## config.mk

```make
export PLATFORM = sky130hd
export DESIGN_NAME = thermal_cmd_core
export DESIGN_NICKNAME = d
export VERILOG_FILES = /design/src/rtl/thermal_cmd_core.sv
export SDC_FILE = /design/constraint.sdc
export NUM_CORES = 1
export LEC_CHECK = 0
export ABC_AREA = 1
export BUFFER_PORTS_ARGS = -buffer_cell sky130_fd_sc_hd__buf_2
export CORE_UTILIZATION = 35
export CTS_BUF_LIST = sky130_fd_sc_hd__clkbuf_8
export DETAILED_ROUTE_END_ITERATION = 8
export PLACE_DENSITY = 0.5
export SETUP_SLACK_MARGIN = 0.2
export SYNTH_ARGS = -nofsm -noshare
export SYNTH_HDL_FRONTEND = slang
export SYNTH_SLANG_ARGS = --single-unit
```

## constraint.sdc

```tcl
create_clock -name clk -period 2.05 [get_ports clk]
set_input_delay 0.615 -clock clk [delete_from_list [all_inputs] [get_ports clk]]
set_output_delay 0.615 -clock clk [all_outputs]
set_load 0.1 [all_outputs]
```

## src/rtl/thermal_cmd_core.sv

```systemverilog
module thermal_cmd_core #(
  parameter logic [7:0] RATE_INIT = 8'h02,
  parameter logic [7:0] HI_INIT   = 8'h7F,
  parameter logic [7:0] LO_INIT   = 8'hC9,
  parameter int         STBY_BIT  = 6
) (
  input  logic       clk,
  input  logic       rst_n,
  input  logic       req_valid,
  input  logic       req_read,
  input  logic [7:0] req_code,
  input  logic [7:0] req_data,
  output logic       rsp_valid,
  output logic [7:0] rsp_data,
  output logic       conv_start,
  input  logic       conv_done,
  input  logic [7:0] conv_result
);

  localparam logic [7:0] RD_TEMP = 8'h01, RD_STAT = 8'h02, RD_CFG = 8'h03, RD_RATE = 8'h04;
  localparam logic [7:0] RD_HI   = 8'h07, RD_LO   = 8'h08;
  localparam logic [7:0] WR_CFG  = 8'h09, WR_RATE = 8'h0A, WR_HI  = 8'h0D, WR_LO   = 8'h0E;
  localparam logic [7:0] ONESHOT = 8'h0F;

  logic [7:0] temp_q, cfg_q, rate_q, hi_q, lo_q, tmr_q, rd_mux;
  logic       busy_q, flag_hi_q, flag_lo_q;

  wire standby   = cfg_q[STBY_BIT];
  wire wr        = req_valid & ~req_read;
  wire rd        = req_valid &  req_read;
  wire os_fire   = wr && (req_code == ONESHOT) && standby && !busy_q;
  wire auto_fire = !standby && !busy_q && (tmr_q >= rate_q);
  wire fire      = os_fire | auto_fire;
  wire finish    = busy_q & conv_done;
  wire above     = $signed(conv_result) > $signed(hi_q);
  wire below     = $signed(conv_result) < $signed(lo_q);
  wire stat_rd   = rd && (req_code == RD_STAT);
  wire [7:0] status = {busy_q, 2'b00, flag_hi_q, flag_lo_q, 3'b000};
  wire wr_known  = (req_code == WR_CFG) || (req_code == WR_RATE) ||
                   (req_code == WR_HI)  || (req_code == WR_LO)   || (req_code == ONESHOT);

  always_comb begin
    case (req_code)
      RD_TEMP: rd_mux = temp_q;
      RD_STAT: rd_mux = status;
      RD_CFG:  rd_mux = cfg_q;
      RD_RATE: rd_mux = rate_q;
      RD_HI:   rd_mux = hi_q;
      RD_LO:   rd_mux = lo_q;
      default: rd_mux = 8'h00;
    endcase
  end

  always_ff @(posedge clk or negedge rst_n) begin
    if (!rst_n) begin
      cfg_q  <= 8'h00;
      rate_q <= RATE_INIT;
      hi_q   <= HI_INIT;
      lo_q   <= LO_INIT;
    end else if (wr) begin
      case (req_code)
        WR_CFG:  cfg_q  <= req_data;
        WR_RATE: rate_q <= req_data;
        WR_HI:   hi_q   <= req_data;
        WR_LO:   lo_q   <= req_data;
        default: ;
      endcase
    end
  end

  always_ff @(posedge clk or negedge rst_n) begin
    if (!rst_n) begin
      rsp_valid <= 1'b0;
      rsp_data  <= 8'h00;
    end else begin
      rsp_valid <= rd;
      if (rd) rsp_data <= rd_mux;
    end
  end

  always_ff @(posedge clk or negedge rst_n) begin
    if (!rst_n) begin
      busy_q     <= 1'b0;
      conv_start <= 1'b0;
      tmr_q      <= 8'h00;
      temp_q     <= 8'h00;
    end else begin
      conv_start <= fire;
      if (fire)        busy_q <= 1'b1;
      else if (finish) busy_q <= 1'b0;
      if (finish) temp_q <= conv_result;
      if (busy_q || standby || fire) tmr_q <= 8'h00;
      else if (tmr_q != 8'hFF)       tmr_q <= tmr_q + 8'h01;
    end
  end

  always_ff @(posedge clk or negedge rst_n) begin
    if (!rst_n) begin
      flag_hi_q <= 1'b0;
      flag_lo_q <= 1'b0;
    end else begin
      flag_hi_q <= (finish & above) | (flag_hi_q & ~stat_rd);
      flag_lo_q <= (finish & below) | (flag_lo_q & ~stat_rd);
    end
  end

  a_r5_start_sets_busy: assert property (@(posedge clk) disable iff (!rst_n)
    conv_start |-> busy_q);
  a_r5_busy_holds: assert property (@(posedge clk) disable iff (!rst_n)
    busy_q && !conv_done |=> busy_q);
  a_r9_no_start_busy: assert property (@(posedge clk) disable iff (!rst_n)
    busy_q |=> !conv_start);
  a_r11_start_pulse: assert property (@(posedge clk) disable iff (!rst_n)
    conv_start |=> !conv_start);
  a_r6_temp_stable: assert property (@(posedge clk) disable iff (!rst_n)
    !(busy_q && conv_done) |=> $stable(temp_q));
  a_r2_rsp_follows_read: assert property (@(posedge clk) disable iff (!rst_n)
    rsp_valid |-> $past(rd));
  a_r4_rsvd_write_inert: assert property (@(posedge clk) disable iff (!rst_n)
    wr && !wr_known |=> $stable(cfg_q) && $stable(rate_q) && $stable(hi_q) && $stable(lo_q));
  a_r10_auto_oneshot: assert property (@(posedge clk) disable iff (!rst_n)
    wr && (req_code == ONESHOT) && !standby && (tmr_q < rate_q) |=> !conv_start);
  a_r7_flag_sticky: assert property (@(posedge clk) disable iff (!rst_n)
    flag_hi_q && !stat_rd |=> flag_hi_q);

endmodule

```

* Word-level counts from Yosys, hierarchy flattened *
Cells that the tools add are included.

storage, ports and cells
  bits in registers = 61
  bits in latches = 0
  memory bits (writable) = 0
  memory bits (read-only) = 0
  input port bits = 29
  output and inout port bits = 10
  logic and storage cells = 61
  memories kept = 0

cells by class
  $add $sub $neg = 1
  $mul = 0
  divide/modulo/power cells = 0
  $lt $le $gt $ge = 3
  equal/unequal tests = 12
  shift-type cells = 0
  multiplexer cells = 5
  bitwise operators = 12
  reduce and logical (&&, ||, !) cells = 16

operator list
  operator                                              number
  equality test 8 x 4 -> 1 bit (second input constant)  6
  case mux 8 bit (6 select lines)                       1
  equality test 8 x 2 -> 1 bit (second input constant)  2
  equality test 8 x 3 -> 1 bit (second input constant)  2
  two-way mux 8 bit                                     2
  adder 8 x 1 -> 8 bit (second input constant)          1
  equality test 8 x 1 -> 1 bit (second input constant)  1
  greater-or-equal comparator 8 bit                     1
  > comparator 8 bit                                    1
  less-than comparator 8 bit                            1
  != test 8 bit (second input constant)                 1
  AND reduction 2 bit                                   4
  bitwise AND 1 bit                                     7
  logical AND 1 bit                                     6
  nonzero test 2 bit                                    2
  bitwise OR 1 bit                                      3
  logical NOT 1 bit                                     2
  logical OR 1 bit                                      2
  two-way mux 1 bit                                     2
  inverter 1 bit                                        2

* Logic depth before layout (Yosys ltp) *
Gate-level depths: netlist of the first run.

  depth after elaboration = 8
  mapped depth = 12
  mapped depth without buffers = 12

* Worst setup path before layout of the first run *
Ideal clock, no wire load.

  kind = in2reg
  start = in req_code[6]
  end = reg lo_q[5]
  arrival time = 1.533 ns
  data required time = 1.930 ns
  slack = 0.397 ns
  stages on the path = 9
  cell sequence = inv_1 nand2_2 nor2_8 inv_2 nor3b_4 nand3_2 buf_6 nand2_2 o21ai_2

between the ends
  word-level cells in the longest chain between the ends = 2

ends and longest elaborated chain
  item                                  line  source
  start, declared                       11    input logic [7:0] req_code,
  equality test 8 x 4 -> 1 bit          61    case (req_code)
  AND reduction 2 bit (no source line)  --
  end signal, assigned                  65    WR_LO: lo_q <= req_data;
  end, declared                         25    logic [7:0] temp_q, cfg_q, rate_q, hi_q, lo_q, tmr_q, rd_mux;

No other way between the ends.
A chain may end at the register's enable or synchronous reset.

* Worst setup path after layout of the first run *
  start = reg rsp_data[5]
  end = out rsp_data[5]

RTL lines
  item                    line  source
  start, declared         14    output logic [7:0] rsp_data,
  start signal, assigned  77    if (rd) rsp_data <= rd_mux;

No word-level cell between the ends.

==> results of run 1 <==
==> logic make-up (layout without fill, tap and decap cells) <==
group / count (synthesis) / in the layout / share of synthesized area
buffers and inverters: 69 / 124 / 0.0783
XOR/XNOR: 4 / 4 / 0.00992
AO/OA/AOI/OAI: 68 / 68 / 0.116
adder cells (fa/ha/maj): 24 / 24 / 0.0851
AND/OR/NAND/NOR: 223 / 223 / 0.274
flip-flops: 61 / 61 / 0.437
==> power by group through the flow <==
stage | Clock (mW) | Sequential [mW] | Combinational (mW)
after global placement | 0 | 1.43 | 0.505
after detailed placement | 0 | 1.43 | 0.510
after floorplan | 0 | 1.49 | 0.258
after global routing | 1.36 | 1.43 | 0.584
final | 1.27 | 1.41 | 0.506
after CTS | 1.31 | 1.41 | 0.512
==> state kept, by name, indices dropped and copies added, names as in the netlist, 8 cells and up <==
name	cells
cfg_q	8
hi_q	8
lo_q	8
rate_q	8
rsp_data	8
temp_q	8
tmr_q	8
==> path summary, 6_finish.rpt <==
path	end
max in group asynchronous	hi_q[4]$_DFFE_PN1P_
setup / recovery	rsp_data[5]
min in group clk	rsp_data[6]$_DFFE_PN0P_
hold / removal	rsp_data[5]$_DFFE_PN0P_
setup reg to reg	tmr_q[0]$_DFFE_PN0P_
hold reg to reg	rsp_data[6]$_DFFE_PN0P_
==> layout make-up <==
class	instances	area (µm²)	area share
clock inverter	3	67.6	0.0162
timing repair buffer	47	283	0.0678
multi-input combinational	319	1720	0.411
inverter	62	233	0.0558
tap	133	166	0.0399
sequential	61	1540	0.369
clock buffer	12	165	0.0396
==> worst reg2reg max path: cells and delay by family, from the launching register on <==
kind                       cells  cell delay (ns)
xor gates and xnor gates       1             0.20
adders and majority gates      1             0.21
buffers and inverters          1             0.09
DFF                            1             0.42
and+or+nand+nor                5             0.65
==> through the flow <==
step                total power, mW  instances  setup WS [ns]  area, µm²
global placement               1.94        622          0.134       3940
finish                         3.19        637          0.308       4170
detailed placement             1.94        622          0.142       3940
floorplan                      1.75        449          0.397       3530
CTS                            3.24        637          0.272       4170
global route                   3.37        637          0.206       4170
==> layer usage <==
layer	vias up	routed length, µm
met5	-	0
met4	0	139
met3	12	354
met2	60	3800
met1	1342	4490
li1	1547	-
==> placed cells by master, fill, tap and decap left out, types with 2 or more instances in the layout <==
cell type  count
buf_2         38
buf_12         2
buf_4          7
inv_2          3
o21a_1         2
inv_1         57
nand4_1        2
a21oi_1       13
nand2_1      138
nand3_2        3
xor2_1         4
clkinv_1       2
nor2_1        25
ha_1          24
dfstp_2       12
o21ai_2       16
dfrtp_1       49
bufinv_16      2
nand2_2        5
clkbuf_8      12
nand3_1       42
o21ai_0       36
nor3_1         3
==> qor_table.md, run 1 <==
| Step | Item | Value |
|---|---|---|
| status | Status | finished clean |
| timing | Slew Limit Headroom | 0.631 |
| floorplanning | Number of ports placed on the die boundary | 39 |
| hold path | Hold Path Class | in -> async |
| grt | Global routing met3 resource utilization | 0.0383 |
| routing | Drc violations | 0 |
| finish | Area grow syn2layout | 18.2% |
| grt | Busiest layer in global routing | met2 |
| finish | Fill count | 1019 |
| routing | Via Count | 2961 |
| setup path | Number of cells on the critical path | 1 |
| timing | Post-layout min period | 1.74 ns |
| routing | Wirelength per Cell | 13.8 µm |
| routing | Per-cell via count in the routed design | 4.65 |
| routing | Overall routed net length | 8780 µm |
| clock network | Number of setup buffers added after CTS | 0 |
| floorplanning | Placement Rows | 36 |
| timing | Maximum operating frequency | 574 MHz |
| flow run | Max Cap Viol | 0 |
| setup path | Worst r2r path cells | 8 |
| logic synthesis | Synthesized net count | 502 |
| logic synthesis | Sequential element share of the synthesized area | 0.437 |
| power | Share of total power consumed by net switching | 0.289 |
| logic synthesis | Cell area after synthesis | 0.00353 mm² |
| finish | Final-stage net count | 553 |
| logic synthesis | Area leader, netlist | dfrtp_1 |
| setup path | Largest stage delay on the critical path | 0.43 ns |
| setup path | Reg2Reg Setup Slack | 0.41 ns |
| clock network | H-tree depth reported by CTS | 3 |
| logic synthesis | Syn Inst Count | 449 |
| clock network | Clk slew on worst S/H paths | 0.07 ns |
| floorplanning | Initial cell density of the core | 0.361 |
| setup path | Critical path launch point type | register |
| timing | Setup repair after global routing missed its margin | false |
| timing | Post-route clock skew | 0.00532 ns |
| timing | Setup violations, final | 0 |
| place | # port buffers | 38 |
| clock network | Clock buffer count from CTS | 9 |
| logic synthesis | Dominant synthesized flop cell | dfrtp_1 |
| place | Half-perimeter wire length after detailed placement | 6690 µm |
| setup path | Startpoint of the most critical setup path | rsp_data[5]$_DFFE_PN0P_ |
| timing | Final Max Slew Viols | 0 |
| setup path | Slowest cell on crit path | buf_2 |
| power | Max rail drop VDD | 411 µV |
| clock network | Buffer depth of the longest clock path | 2 |
| timing | Worst hold margin | 0.268 ns |
| power | Int Pwr | 2.26 mW |
| finish | Ant diodes | 0 |
| clock network | Number of buffers inserted for hold repair after clock tree synthesis | 0 |
| finish | Ratio of cells with drive above 1 in the final layout | 0.210 |
| floorplanning | Placeable core region | 0.00977 mm² |
| clock network | Post-cts gate resize count | 0 |
| setup path | Max FO, Critical Path | 2 |
| timing | Measured slew at the worst slew-check pin | 0.552 ns |
| power | Proportion of power drawn by the clock network | 0.399 |
| clock network | Insertion delay of the later-clocked pin in the worst-skew pair | 0.34 ns |
| grt | Maximum number of pins on one net before global-route repair | 62 |
| grt | M2 GR Usage | 0.287 |
| setup path | Data required, critical path | 1.43 ns |
| power | Power density over the cells | 763 mW/mm² |
| clock network | Number of sinks handled by clock tree synthesis | 61 |
| routing | Detailed-router iteration count before antenna repair | 4 |
| grt | Met1 Use GR | 0.271 |
| grt | Number of antenna violations at the first check in global routing | 0 |
| floorplanning | Die boundary height | 102 µm |
| logic synthesis | Fraction of registers with async set or reset after synthesis | 1.00 |
| floorplanning | Horiz. Die Dim | 102 µm |
| logic synthesis | Dominant cells by area after synthesis | dfrtp_1 (35%), nand2_1 (15%), dfstp_2 (8.9%), ha_1 (8.5%), nand3_1 (6.1%) |
| setup path | Cell chain of the critical path | buf_2 |
| logic synthesis | Number of flops mapped to enable cells by yosys | 0 |
| setup path | Worst setup path category | reg -> out |
| grt | GRT Residual Overflow | 0 |
| setup path | Critical path buffers and inverters | 1 |
| clock network | Clock root cell | clkbuf_8 |
| logic synthesis | Synth Area per Inst | 7.86 µm² |
| place | Routability congestion estimate | 0.785 |
| setup path | Crit path max-delay family | buffers and inverters |
| finish | Final Util | 0.427 |
| timing | Final TNS setup | 0 ns |
| grt | Global-route wire length before repair | 14900 µm |
| clock network | CTS tree | built |
| logic synthesis | Synth top cells by count | nand2_1 (138), inv_1 (57), dfrtp_1 (49), nand3_1 (43), o21ai_0 (36) |
| grt | Via count of the first global-routing pass | 2880 |
| logic synthesis | Most used standard cell by instance count after synthesis | nand2_1 |
| timing | Final cycle utilization of the critical path | 0.850 |
| power | Net switching power figure | 922 µW |
| grt | Global-route usage over all layers | 0.192 |
| setup path | Crit end category | output pin |
| routing | DRT antenna net count | 0 |
| setup path | Arrival time worst endpoint | 1.13 ns |
| power | Sequential fraction of design power | 0.443 |
| setup path | Origin of the critical flop-to-flop path | tmr_q[1]$_DFFE_PN0P_ |
| timing | Hold Violations, Final | 0 |
| logic synthesis | Share of the synthesized area in the top cell type | 0.347 |
| logic synthesis | Number of flip-flops and latches in the synthesized netlist | 61 |
| power | Combinational share of power | 0.159 |
| routing | Drt initial violations | 102 |
| floorplanning | Full die area | 0.0105 mm² |
| logic synthesis | Ys Warns | 0 |
| logic synthesis | Number of distinct standard cells referenced by the synthesized netlist | 27 |
| power | Cell leakage power | 2.08 nW |
Note: power is estimated with default switching activity, not from simulation.
==> run 2: changes to the inputs <==
--- a/config.mk
+++ b/config.mk
@@ -10,7 +10,7 @@
 export CORE_UTILIZATION = 35
 export CTS_BUF_LIST = sky130_fd_sc_hd__clkbuf_8
 export DETAILED_ROUTE_END_ITERATION = 8
-export PLACE_DENSITY = 0.5
+export PLACE_DENSITY = 0.52
 export SETUP_SLACK_MARGIN = 0.2
 export SYNTH_ARGS = -nofsm -noshare
 export SYNTH_HDL_FRONTEND = slang
==> constraint.sdc (replaced) <==
create_clock -name clk -period 1.42 [get_ports clk]
set_input_delay 0.426 -clock clk [delete_from_list [all_inputs] [get_ports clk]]
set_output_delay 0.426 -clock clk [all_outputs]
set_load 0.1 [all_outputs]
==> qor_table.md, run 2 (synthesis results as in run 1) <==
| Step | Item | Value |
|---|---|---|
| status | Status | finished with violations |
| status | Failing checks | setup timing |
| routing | Drt initial violations | 179 |
| floorplanning | Full die area | 0.0105 mm² |
| floorplanning | Initial cell density of the core | 0.361 |
| finish | Post-route standard cell area excluding fillers | 0.00569 mm² |
| clock network | Clock buffer count from CTS | 9 |
| place | # port buffers | 38 |
| setup path | Critical path launch point type | register |
| setup path | Origin of the critical flop-to-flop path | rate_q[1]$_DFFE_PN1P_ |
| timing | Final TNS setup | -1.12 ns |
| timing | Maximum operating frequency | 650 MHz |
| power | Max rail drop VDD | 782 µV |
| finish | Final Util | 0.582 |
| setup path | Critical path buffers and inverters | 1 |
| timing | Final Max Slew Viols | 0 |
| grt | GRT Residual Overflow | 0 |
| setup path | Reg2Reg Setup Slack | -0.12 ns |
| power | Cell leakage power | 2.62 nW |
| clock network | Number of sinks handled by clock tree synthesis | 61 |
| clock network | Insertion delay of the later-clocked pin in the worst-skew pair | 0.35 ns |
| floorplanning | Placement Rows | 36 |
| setup path | Largest stage delay on the critical path | 0.56 ns |
| timing | Final cycle utilization of the critical path | 1.08 |
| grt | Maximum number of pins on one net before global-route repair | 62 |
| routing | Per-cell via count in the routed design | 4.81 |
| routing | Detailed-router iteration count before antenna repair | 5 |
| place | Routability congestion estimate | 0.806 |
| power | Power density over the cells | 837 mW/mm² |
| clock network | Clk slew on worst S/H paths | 0.08 ns |
| grt | Via count of the first global-routing pass | 3215 |
| routing | Drc violations | 0 |
| setup path | Worst setup path category | reg -> reg |
| finish | Area grow syn2layout | 61.1% |
| setup path | Cell chain of the critical path | inv_2 -> ha_4 -> a21oi_4 -> o21ai_2 -> nand2_2 -> nand3_4 -> a21oi_2 |
| hold path | Hold Path Class | in -> async |
| finish | Ant diodes | 0 |
| finish | Leading cell type in the layout, fill and taps excluded | nand2_1 |
| timing | Post-route clock skew | 0.0142 ns |
| routing | Overall routed net length | 10800 µm |
| setup path | Worst r2r path cells | 7 |
| place | Instance count after placement with tap cells included | 664 |
| floorplanning | Number of ports placed on the die boundary | 39 |
| place | Area after detailed placement | 0.00457 mm² |
| routing | Via Count | 3399 |
| setup path | Critical R2R Capture | tmr_q[5]$_DFFE_PN0P_ |
| setup path | Data required, critical path | 1.65 ns |
| floorplanning | Horiz. Die Dim | 102 µm |
| clock network | H-tree depth reported by CTS | 3 |
| finish | Final-stage net count | 622 |
| timing | Measured slew at the worst slew-check pin | 0.336 ns |
| finish | Cell Count, Final, Fillers Out | 707 |
| clock network | Number of buffers inserted for hold repair after clock tree synthesis | 0 |
| clock network | Clock root cell | clkbuf_8 |
| grt | Global-route usage over all layers | 0.211 |
| grt | Global-route wire length before repair | 16400 µm |
| finish | Leading cell types in the layout, fill and taps excluded | nand2_1 (118), buf_4 (58), inv_1 (42) |
| routing | Wirelength per Cell | 15.3 µm |
| clock network | Buffer depth of the longest clock path | 2 |
| power | Design Power | 4.76 mW |
| timing | Setup repair after global routing missed its margin | true |
| timing | Final critical-path setup slack | -0.120 ns |
| setup path | Arrival time worst endpoint | 1.77 ns |
| floorplanning | Placeable core region | 0.00977 mm² |
| setup path | Slowest cell on crit path | dfstp_2 |
| setup path | Max FO, Critical Path | 8 |
| flow run | Max Cap Viol | 0 |
| timing | Hold Violations, Final | 0 |
| timing | Slew Limit Headroom | 0.776 |
| routing | DRT antenna net count | 0 |
| setup path | Crit path max-delay family | flip-flops |
| clock network | CTS tree | built |
| finish | Fill count | 877 |
| timing | Setup violations, final | 12 |
| floorplanning | Die boundary height | 102 µm |
| place | Half-perimeter wire length after detailed placement | 7090 µm |
| setup path | Crit end category | register |
| grt | Number of antenna violations at the first check in global routing | 0 |
| timing | Post-layout min period | 1.54 ns |
| finish | Ratio of cells with drive above 1 in the final layout | 0.491 |
[run 2: changes by cell type in the layout (fill, tap and decap cells not counted), moves of 11 or more]
cell,before,now
buf_4,7,58
nand2_1,138,118
nand2_4,1,21
o21ai_0,36,19
buf_12,2,18
nand3_1,42,26
inv_1,57,42
buf_2,38,24
nor2_1,25,12
dfrtp_1,49,38
dfrtp_2,0,11
inv_2,3,14
nand3_4,0,11
[run 2: through the flow]
step                hold slack [ns]  worst slack (ns)
floorplan                     0.130           -0.0156
global placement              0.466            -0.402
detailed placement            0.466            -0.404
CTS                          0.0850           -0.0885
global route                 0.0956            -0.234
finish                       0.0693            -0.120
[run 2: layout make-up]
class	count	area, µm²	area share
clock buffer	11	151	0.0266
clock inverter	5	51.3	0.00902
inverter	62	264	0.0464
multi-input combinational	319	2330	0.410
sequential	61	1560	0.273
tap	133	166	0.0293
timing repair buffer	116	1170	0.205
[run 2: layer usage]
metal	routed length, µm	global-route usage
met1	5120	0.299
met2	5110	0.327
met3	433	0.0424
met4	134	0.0527
met5	0	0
[run 2: where the power goes]
part	internal (mW)	switching (mW)	leakage [nW]
registers	1.93	0.138	0.760
logic	0.431	0.626	1.75
clock network	0.895	0.742	0.107
total	3.25	1.51	2.62
[run 2: worst register-to-register path, stage by stage, from the launching register on]
cell and delay, ns:
dfstp_2 0.56, inv_2 0.06, ha_4 0.27, a21oi_4 0.05, o21ai_2 0.16, nand2_2 0.10
nand3_4 0.18, a21oi_2 0.05
[run 2: how the worst max path moves through the flow]
stage                     cells after the start                       to  slack (ns)                  start
after CTS                                    12      flag_hi_q$_DFF_PN0_       -0.09    hi_q[1]$_DFFE_PN1P_
final                                         7     tmr_q[5]$_DFFE_PN0P_       -0.12  rate_q[1]$_DFFE_PN1P_
after detailed placement                     11  rsp_data[2]$_DFFE_PN0P_       -0.40            req_code[4]
after global routing                         12      flag_hi_q$_DFF_PN0_       -0.23    hi_q[1]$_DFFE_PN1P_
after global placement                       11  rsp_data[2]$_DFFE_PN0P_       -0.40            req_code[4]
after floorplan                               9      lo_q[5]$_DFFE_PN0P_       -0.02            req_code[4]
[run 2: repair_timing]
action / CTS / global route
setup endpoints to repair: 46 / 52
gates cloned: 3 / 3
buffers inserted: 13 / 8
resized for setup: 94 / 65
pin swaps: 30 / 34
